[config.mk]
export PLATFORM = sky130hd
export DESIGN_NAME = fp_tag_tracker
export DESIGN_NICKNAME = d
export VERILOG_FILES = /design/src/rtl/fp_tag_tracker.sv
export SDC_FILE = /design/constraint.sdc
export NUM_CORES = 1
export LEC_CHECK = 0
export BUFFER_PORTS_ARGS = -buffer_cell sky130_fd_sc_hd__buf_2
export CAP_MARGIN = 20
export CORE_AREA = 2 2 267 269
export CTS_CLUSTER_SIZE = 14
export DETAILED_ROUTE_END_ITERATION = 16
export DIE_AREA = 0 0 269 271
export PLACE_DENSITY = 0.3
export SYNTH_ARGS = -nofsm -noshare
export SYNTH_HDL_FRONTEND = slang
export SYNTH_SLANG_ARGS = --single-unit
export TNS_END_PERCENT = 20
[constraint.sdc]
create_clock -name clk -period 3.2 [get_ports clk]
set_input_delay 0.64 -clock clk [delete_from_list [all_inputs] [get_ports clk]]
set_output_delay 0.64 -clock clk [all_outputs]
set_load 0.01 [all_outputs]
[src/rtl/fp_tag_tracker.sv]
module fp_tag_tracker #(
  parameter int NREG = 8,
  parameter int EXPW = 15,
  parameter int SIGW = 64
) (
  input  logic                          clk,
  input  logic                          rst_n,
  input  logic [NREG-1:0]               set_full,
  input  logic [NREG-1:0]               set_empty,
  input  logic                          init_all,
  input  logic                          media_write,
  input  logic                          restore_en,
  input  logic [2*NREG-1:0]             restore_word,
  input  logic [NREG*(1+EXPW+SIGW)-1:0] reg_values,
  output logic [2*NREG-1:0]             tag_word
);
  localparam int VW = 1 + EXPW + SIGW;

  logic [NREG-1:0] full_q, full_d;

  always_comb begin
    full_d = full_q;
    for (int i = 0; i < NREG; i++) begin
      if (set_empty[i])     full_d[i] = 1'b0;
      else if (set_full[i]) full_d[i] = 1'b1;
    end
    if (restore_en)
      for (int i = 0; i < NREG; i++)
        full_d[i] = (restore_word[2*i +: 2] != 2'b11);
    if (media_write) full_d = '1;
    if (init_all)    full_d = '0;
  end

  always_ff @(posedge clk or negedge rst_n)
    if (!rst_n) full_q <= '0;
    else        full_q <= full_d;

  for (genvar g = 0; g < NREG; g++) begin : g_cls
    logic [EXPW-1:0] ex;
    logic [SIGW-1:0] sig;
    logic            special, zero;
    assign ex      = reg_values[g*VW + SIGW +: EXPW];
    assign sig     = reg_values[g*VW +: SIGW];
    assign zero    = (ex == '0) && (sig == '0);
    assign special = (&ex) || ((ex == '0) && (sig != '0)) ||
                     ((ex != '0) && !sig[SIGW-1]);
    assign tag_word[2*g +: 2] = !full_q[g] ? 2'b11 :
                                special    ? 2'b10 :
                                zero       ? 2'b01 : 2'b00;
  end
endmodule

==> impl_metrics.tcl, run 1 <==
set metrics [dict create \
    ctsResizeCount 0 \
    syn_to_final_growth_pct 209.0 \
    routed_via_density 3.197 \
    crit_slowest_cell "or4_1" \
    insertion_delay_ns 0.26 \
    min_path_type "in -> async" \
    p_int_w 0.0006320 \
    avgSynthCellArea_um2 6.837 \
    vdd_drop_max_mv 0.1305 \
    skew_ns 0 \
    seqPwrFrac_pct 11.7 \
    cts.clk_slew.worst_paths_ns 0.06 \
    drt-total-wl_um 39380 \
    grt_pass1_vias 6885 \
    ant_nets 0 \
    reg2regPathDepth 4 \
    reg2reg_to "full_q[5]$_DFFE_PN0P_" \
    worst-path-max-fanout 2 \
    cts_setup_buffers 0 \
    crit_path_start "reg_values[626]" \
    startpoint_type "input pin" \
    grtUsageTotal_pct 10.01 \
    setup_viol 0 \
    syn_area_um2 2325 \
    wire_per_inst_um 19.68 \
    largest_reg_flops 8 \
    p_per_area_nw_per_um2 144.9 \
    fin_cells 2001 \
    cts_tree "yes" \
    htreeDepth 1 \
    leakage_nw 3.235 \
    syn_inst 340 \
    die-area_um2 72900 \
    ys_seq_area_share_pct 8.611 \
    drc 0 \
    dp_hpwl_um 37260 \
    vias 6398 \
    rsz0062_at_grt "no" \
    grt.overflow.total 0 \
    rr_startpoint "full_q[5]$_DFFE_PN0P_" \
    grt_pass1_wl_um 48280 \
    fmax_ghz 0.3313 \
    whs_ns 0.2755 \
    drv_slew 0 \
    final_layout_size_suffix_gt1_share_pct 69.35 \
    cts_inserted_buffers 3 \
    setup_tns_ns 0 \
    drt_iter0_markers 181 \
    outcome "completed" \
    antenna_found_initial 32 \
    r2r_setup_slack_ns 2.20 \
    p_comb_share_pct 62.5 \
    cp-end-kind "output port" \
    core.rowCount 97 \
    layout.area.seq_um2 200.2 \
    postCtsHoldBufs 0 \
    ys_warn_count 0 \
    multi_input_area_um2 2110 \
    final_common_cell "buf_2" \
    port_buffers 684 \
    final_cell_mix "684 x buf_2, 144 x nor4_1, 56 x nand4_1" \
    drtPass1Iterations 4 \
    core_area_um2 69790 \
    power_frac_clock_pct 25.8 \
    worstMarginPinSlew_ns 0.6752 \
    critPathArrivalTime_ns 2.38 \
    die_h_um 271 \
    fillCellCount 8248 \
    clk_path_buf_depth 2 \
    gp_congestion 0.9679 \
    slowest_delay_ns 0.60 \
    dp_cells 1981 \
    cts_root_buf "clkbuf_16" \
    grt_max_degree 17 \
    post-route-period-util_pct 94.33 \
    die_x_um 269 \
    top_register "full_q" \
    layout_setup_ws_ns 0.1816 \
    relSlewSlack_pct 54.57 \
    biggestRegsByFlops "full_q (8)" \
    place_ws_ns 0.1115 \
    clock-sinks 8 \
    path_class "in -> out" \
    ioPinCount 693 \
    synth_seq_cells 8 \
    crit_path_frequent_cell "buf_2" \
    synth_cell_types 20 \
    cp_data_required_time_ns 2.56 \
    start_util_pct 3.331 \
    drv_cap 0 \
    switchingPower_w 0.0004090 \
    fin_crit_ns 3.018 \
    final_net_count 1723 \
    final-hold-violation-count 0 \
    syn_nets 1017 \
    path_cells "buf_2 -> nor4_1 -> buf_4 -> nand4_1 -> or4_1 -> o22a_1 -> buf_2" \
    switching_share_pct 39.29 \
]
[logic make-up (layout without fill, tap and decap cells)]
logic type | count (synthesis) | count (layout) | synth area share [%]
compound gates | 39 | 39 | 11.84
flops | 8 | 8 | 8.611
simple gates | 289 | 289 | 78.90
other cells | 0 | 17 | 0
buf+inv | 4 | 708 | 0.6457
[worst max-delay path by stage]
stage | endpoint | slack [ns] | cells past startpoint
6_report | tag_word[15] | 0.18 | 7
5_1_grt | tag_word[10] | 0.004 | 7
4_1_cts | tag_word[15] | 0.1 | 7
3_5_place_dp | tag_word[15] | 0.11 | 7
3_3_place_gp | tag_word[15] | 0.06 | 7
2_1_floorplan | tag_word[0] | 0.79 | 4
[stage by stage]
step                       power, W  instance area [µm²]  util (%)
after detailed placement  0.0007894                 7067     10.13
final                      0.001041                 7184     10.29
after floorplan           0.0002078                 2325         -
after global placement    0.0007908                 7067     10.13
after global routing       0.001129                 7177     10.28
after CTS                  0.001086                 7142     10.23
[metal layers]
metal / vias up / share of wire [%] / GRT usage [%]
met5: - / 0.036 / 0
met1: 2806 / 30 / 8.505
met3: 91 / 8.2 / 2.357
li1: 3000 / - / -
met2: 499 / 56 / 20.43
met4: 2 / 5.8 / 6.038
[power by group through the flow]
stage	Clock [W]	Combinational [W]	Sequential [W]
2_1_floorplan	0	0.0000928	0.000115
3_3_place_gp	0	0.000666	0.000125
3_5_place_dp	0	0.000664	0.000125
4_1_cts	0.000295	0.000667	0.000124
5_1_grt	0.000290	0.000714	0.000125
6_report	0.000269	0.000650	0.000122
[synth_stat cells]
cell type / number / area, µm²
nor4_1: 144 / 900.9
nand4_1: 56 / 350.3
nand2_1: 16 / 60.06
nor3_1: 16 / 80.08
nand3_1: 15 / 75.07
dfrtp_1: 8 / 200.2
nand4_2: 8 / 100.1
nor4_2: 8 / 100.1
o21ai_1: 8 / 40.04
o22a_1: 8 / 70.07
o41ai_1: 8 / 70.07
or2_1: 8 / 50.05
or4_1: 8 / 60.06
a21oi_1: 7 / 35.03
nand2b_1: 7 / 43.79
o31ai_1: 7 / 52.55
clkbuf_1: 4 / 15.01
nor2_1: 2 / 7.510
a211oi_1: 1 / 7.510
or3_1: 1 / 6.260
[final cells by class]
| cell class | instances | share of cell area [%] |
|---|---|---|
| multi-input combinational | 328 | 29.36 |
| sequential | 8 | 2.786 |
| antenna | 17 | 0.5921 |
| tap | 940 | 16.37 |
| timing repair buffer | 705 | 49.84 |
| clock buffer | 3 | 1.045 |
[worst max-delay path: cells and delay by family]
family	cells	cell delay, ns
AND/OR/NAND/NOR	3	0.97
buffers and inverters	3	0.47
AO/OA/AOI/OAI	1	0.29
Note: power is estimated with default switching activity, not from simulation.
==> run 2, diff against run 1 <==
--- a/config.mk
+++ b/config.mk
@@ -7,11 +7,13 @@
 export LEC_CHECK = 0
 export BUFFER_PORTS_ARGS = -buffer_cell sky130_fd_sc_hd__buf_2
 export CAP_MARGIN = 20
-export CORE_AREA = 2 2 267 269
+export CELL_PAD_IN_SITES_DETAIL_PLACEMENT = 0
+export CELL_PAD_IN_SITES_GLOBAL_PLACEMENT = 1
+export CORE_AREA = 2 2 271 273
 export CTS_CLUSTER_SIZE = 14
 export DETAILED_ROUTE_END_ITERATION = 16
-export DIE_AREA = 0 0 269 271
-export PLACE_DENSITY = 0.3
+export DIE_AREA = 0 0 273 275
+export PLACE_DENSITY = 0.36
 export SYNTH_ARGS = -nofsm -noshare
 export SYNTH_HDL_FRONTEND = slang
 export SYNTH_SLANG_ARGS = --single-unit
==> run 2 against run 1 <==
  * Worst hold slack better by 0.010 ns
  * Flip-flop and latch count unchanged
  * Global-route usage down 2.6 points
  * Clock power down 3%
  * Design area down 1.1%
  * Critical path depth down 1
  * Cell count down 0.15%
  * Die area up 3.0%
  * Largest cell class unchanged
  * Via count down 3.3%
  * Critical path type unchanged
  * Sequential power about the same
  * Critical endpoint is now tag_word[14]
==> impl_metrics.tcl, run 2 (synthesized netlist as in run 1, its figures left out) <==
set metrics [dict create \
    postCtsHoldBufs 0 \
    relSlewSlack_pct 51.48 \
    startpoint_type "input pin" \
    grt.overflow.total 0 \
    crit_path_frequent_cell "buf_2" \
    routed_via_density 3.095 \
    worstMarginPinSlew_ns 0.7278 \
    top_register "full_q" \
    drt_iter0_markers 143 \
    crit_slowest_cell "or4_1" \
    cts_setup_buffers 0 \
    ioPinCount 693 \
    vias 6184 \
    insertion_delay_ns 0.25 \
    start_util_pct 3.214 \
    setup_tns_ns 0 \
    post-route-period-util_pct 96.43 \
    place_area_um2 7015 \
    crit_family "simple AND/OR/NAND/NOR gates" \
    die_x_um 273 \
    grt_max_degree 17 \
    final-hold-violation-count 0 \
    core.rowCount 99 \
    cp-end-kind "output port" \
    drc 0 \
    final_area_um2 7107 \
    final_layout_size_suffix_gt1_share_pct 69.15 \
    vdd_drop_max_mv 0.1234 \
    cts_root_buf "clkbuf_16" \
    clock-sinks 8 \
    largest_reg_flops 8 \
    p_per_area_nw_per_um2 141.7 \
    cts_tree "yes" \
    rsz0062_at_grt "no" \
    layout_setup_ws_ns 0.1142 \
    cp.buffers_inverters 2 \
    wire_per_inst_um 15.56 \
    biggestRegsByFlops "full_q (8)" \
    fmax_ghz 0.3241 \
    final_common_cell "buf_2" \
    grt_pass1_vias 6547 \
    syn_to_final_growth_pct 205.7 \
    path_cells "buf_2 -> nor4_1 -> nand4_1 -> or4_1 -> o21ai_1 -> buf_2" \
    core_area_um2 72340 \
    port_buffers 684 \
    worst-path-max-fanout 2 \
    cts_inserted_buffers 3 \
    path_class "in -> out" \
    drv_slew 0 \
    final_net_count 1713 \
    final_cell_mix "684 x buf_2, 144 x nor4_1, 56 x nand4_1" \
    critPathArrivalTime_ns 2.45 \
    slowest_delay_ns 0.62 \
    grtUsageTotal_pct 7.436 \
    gp_congestion 0.9200 \
    final_core_util_pct 9.824 \
    cts.clk_slew.worst_paths_ns 0.06 \
    drt-total-wl_um 31100 \
    die_h_um 275 \
    place_ws_ns 0.07227 \
    dp_hpwl_um 28750 \
    clk_path_buf_depth 2 \
    setup_viol 0 \
    antenna_found_initial 10 \
    ant_nets 0 \
    ctsResizeCount 0 \
    leakage_nw 3.187 \
    grt_pass1_wl_um 39740 \
    outcome "completed" \
    cp_data_required_time_ns 2.56 \
    drtPass1Iterations 4 \
    min_path_type "in -> async" \
    htreeDepth 1 \
    fin_crit_ns 3.086 \
    die-area_um2 75080 \
    drv_cap 0 \
    skew_ns 0 \
]
## run 2: cell count changes in the layout (fill, tap and decap cells not counted)
cell,previous run,this run
o21ai_2,0,1
buf_4,21,11
o21ai_1,8,7
diode_2,17,5
## run 2: worst reg2reg max path, delay by kind of cell (launching register included)
| family | cells | cell delay [ns] |
|---|---|---|
| flops | 1 | 0.46 |
| simple gates | 3 | 0.25 |
| compound gates | 1 | 0.22 |
## run 2: per-stage QoR
step | cells | hold WS, ns | total power [W]
after floorplan | 340 | 0.3444 | 0.0002078
after detailed placement | 1990 | 0.5341 | 0.0007553
after global routing | 1996 | 0.2819 | 0.001100
after CTS | 1993 | 0.2782 | 0.001042
after global placement | 1990 | 0.5295 | 0.0007523
final | 1998 | 0.2857 | 0.001007
## run 2: cell type report
| class | count | area [µm²] |
|---|---|---|
| tap | 959 | 1200 |
| antenna | 5 | 12.51 |
| fill | 8571 | 65230 |
| timing repair buffer | 695 | 3506 |
| clock buffer | 3 | 75.07 |
| multi-input combinational | 328 | 2113 |
| sequential | 8 | 200.2 |
## run 2: worst paths after layout
check | start | to | slack, ns | cells after the start
setup / recovery | reg_values[630] | tag_word[14] | 0.11 | 6
hold / removal | rst_n | full_q[4]$_DFFE_PN0P_ | 0.29 | 1
setup reg to reg | full_q[5]$_DFFE_PN0P_ | full_q[5]$_DFFE_PN0P_ | 2.15 | 4
hold reg to reg | full_q[3]$_DFFE_PN0P_ | full_q[3]$_DFFE_PN0P_ | 0.53 | 2
max in group asynchronous | rst_n | full_q[5]$_DFFE_PN0P_ | 2.61 | 1
min in group clk | full_q[3]$_DFFE_PN0P_ | full_q[3]$_DFFE_PN0P_ | 0.53 | 2
## run 2: layer usage
| layer | part of all wire (%) | routed length [µm] | vias up | track usage (%) |
|---|---|---|---|---|
| met5 | 0.087 | 27 | - | 0 |
| met4 | 3.7 | 1151 | 4 | 3.178 |
| met3 | 9.4 | 2924 | 42 | 1.894 |
| met2 | 53 | 16580 | 468 | 14.60 |
| met1 | 33 | 10420 | 2699 | 7.315 |
| li1 | - | - | 2971 | - |
## run 2: report_power, final
| group | switching, W | internal (W) | total [W] |
|---|---|---|---|
| combinational | 0.000273 | 0.000351 | 0.000624 |
| clock | 0.0000957 | 0.000165 | 0.000260 |
| sequential | 0.0000135 | 0.000109 | 0.000123 |
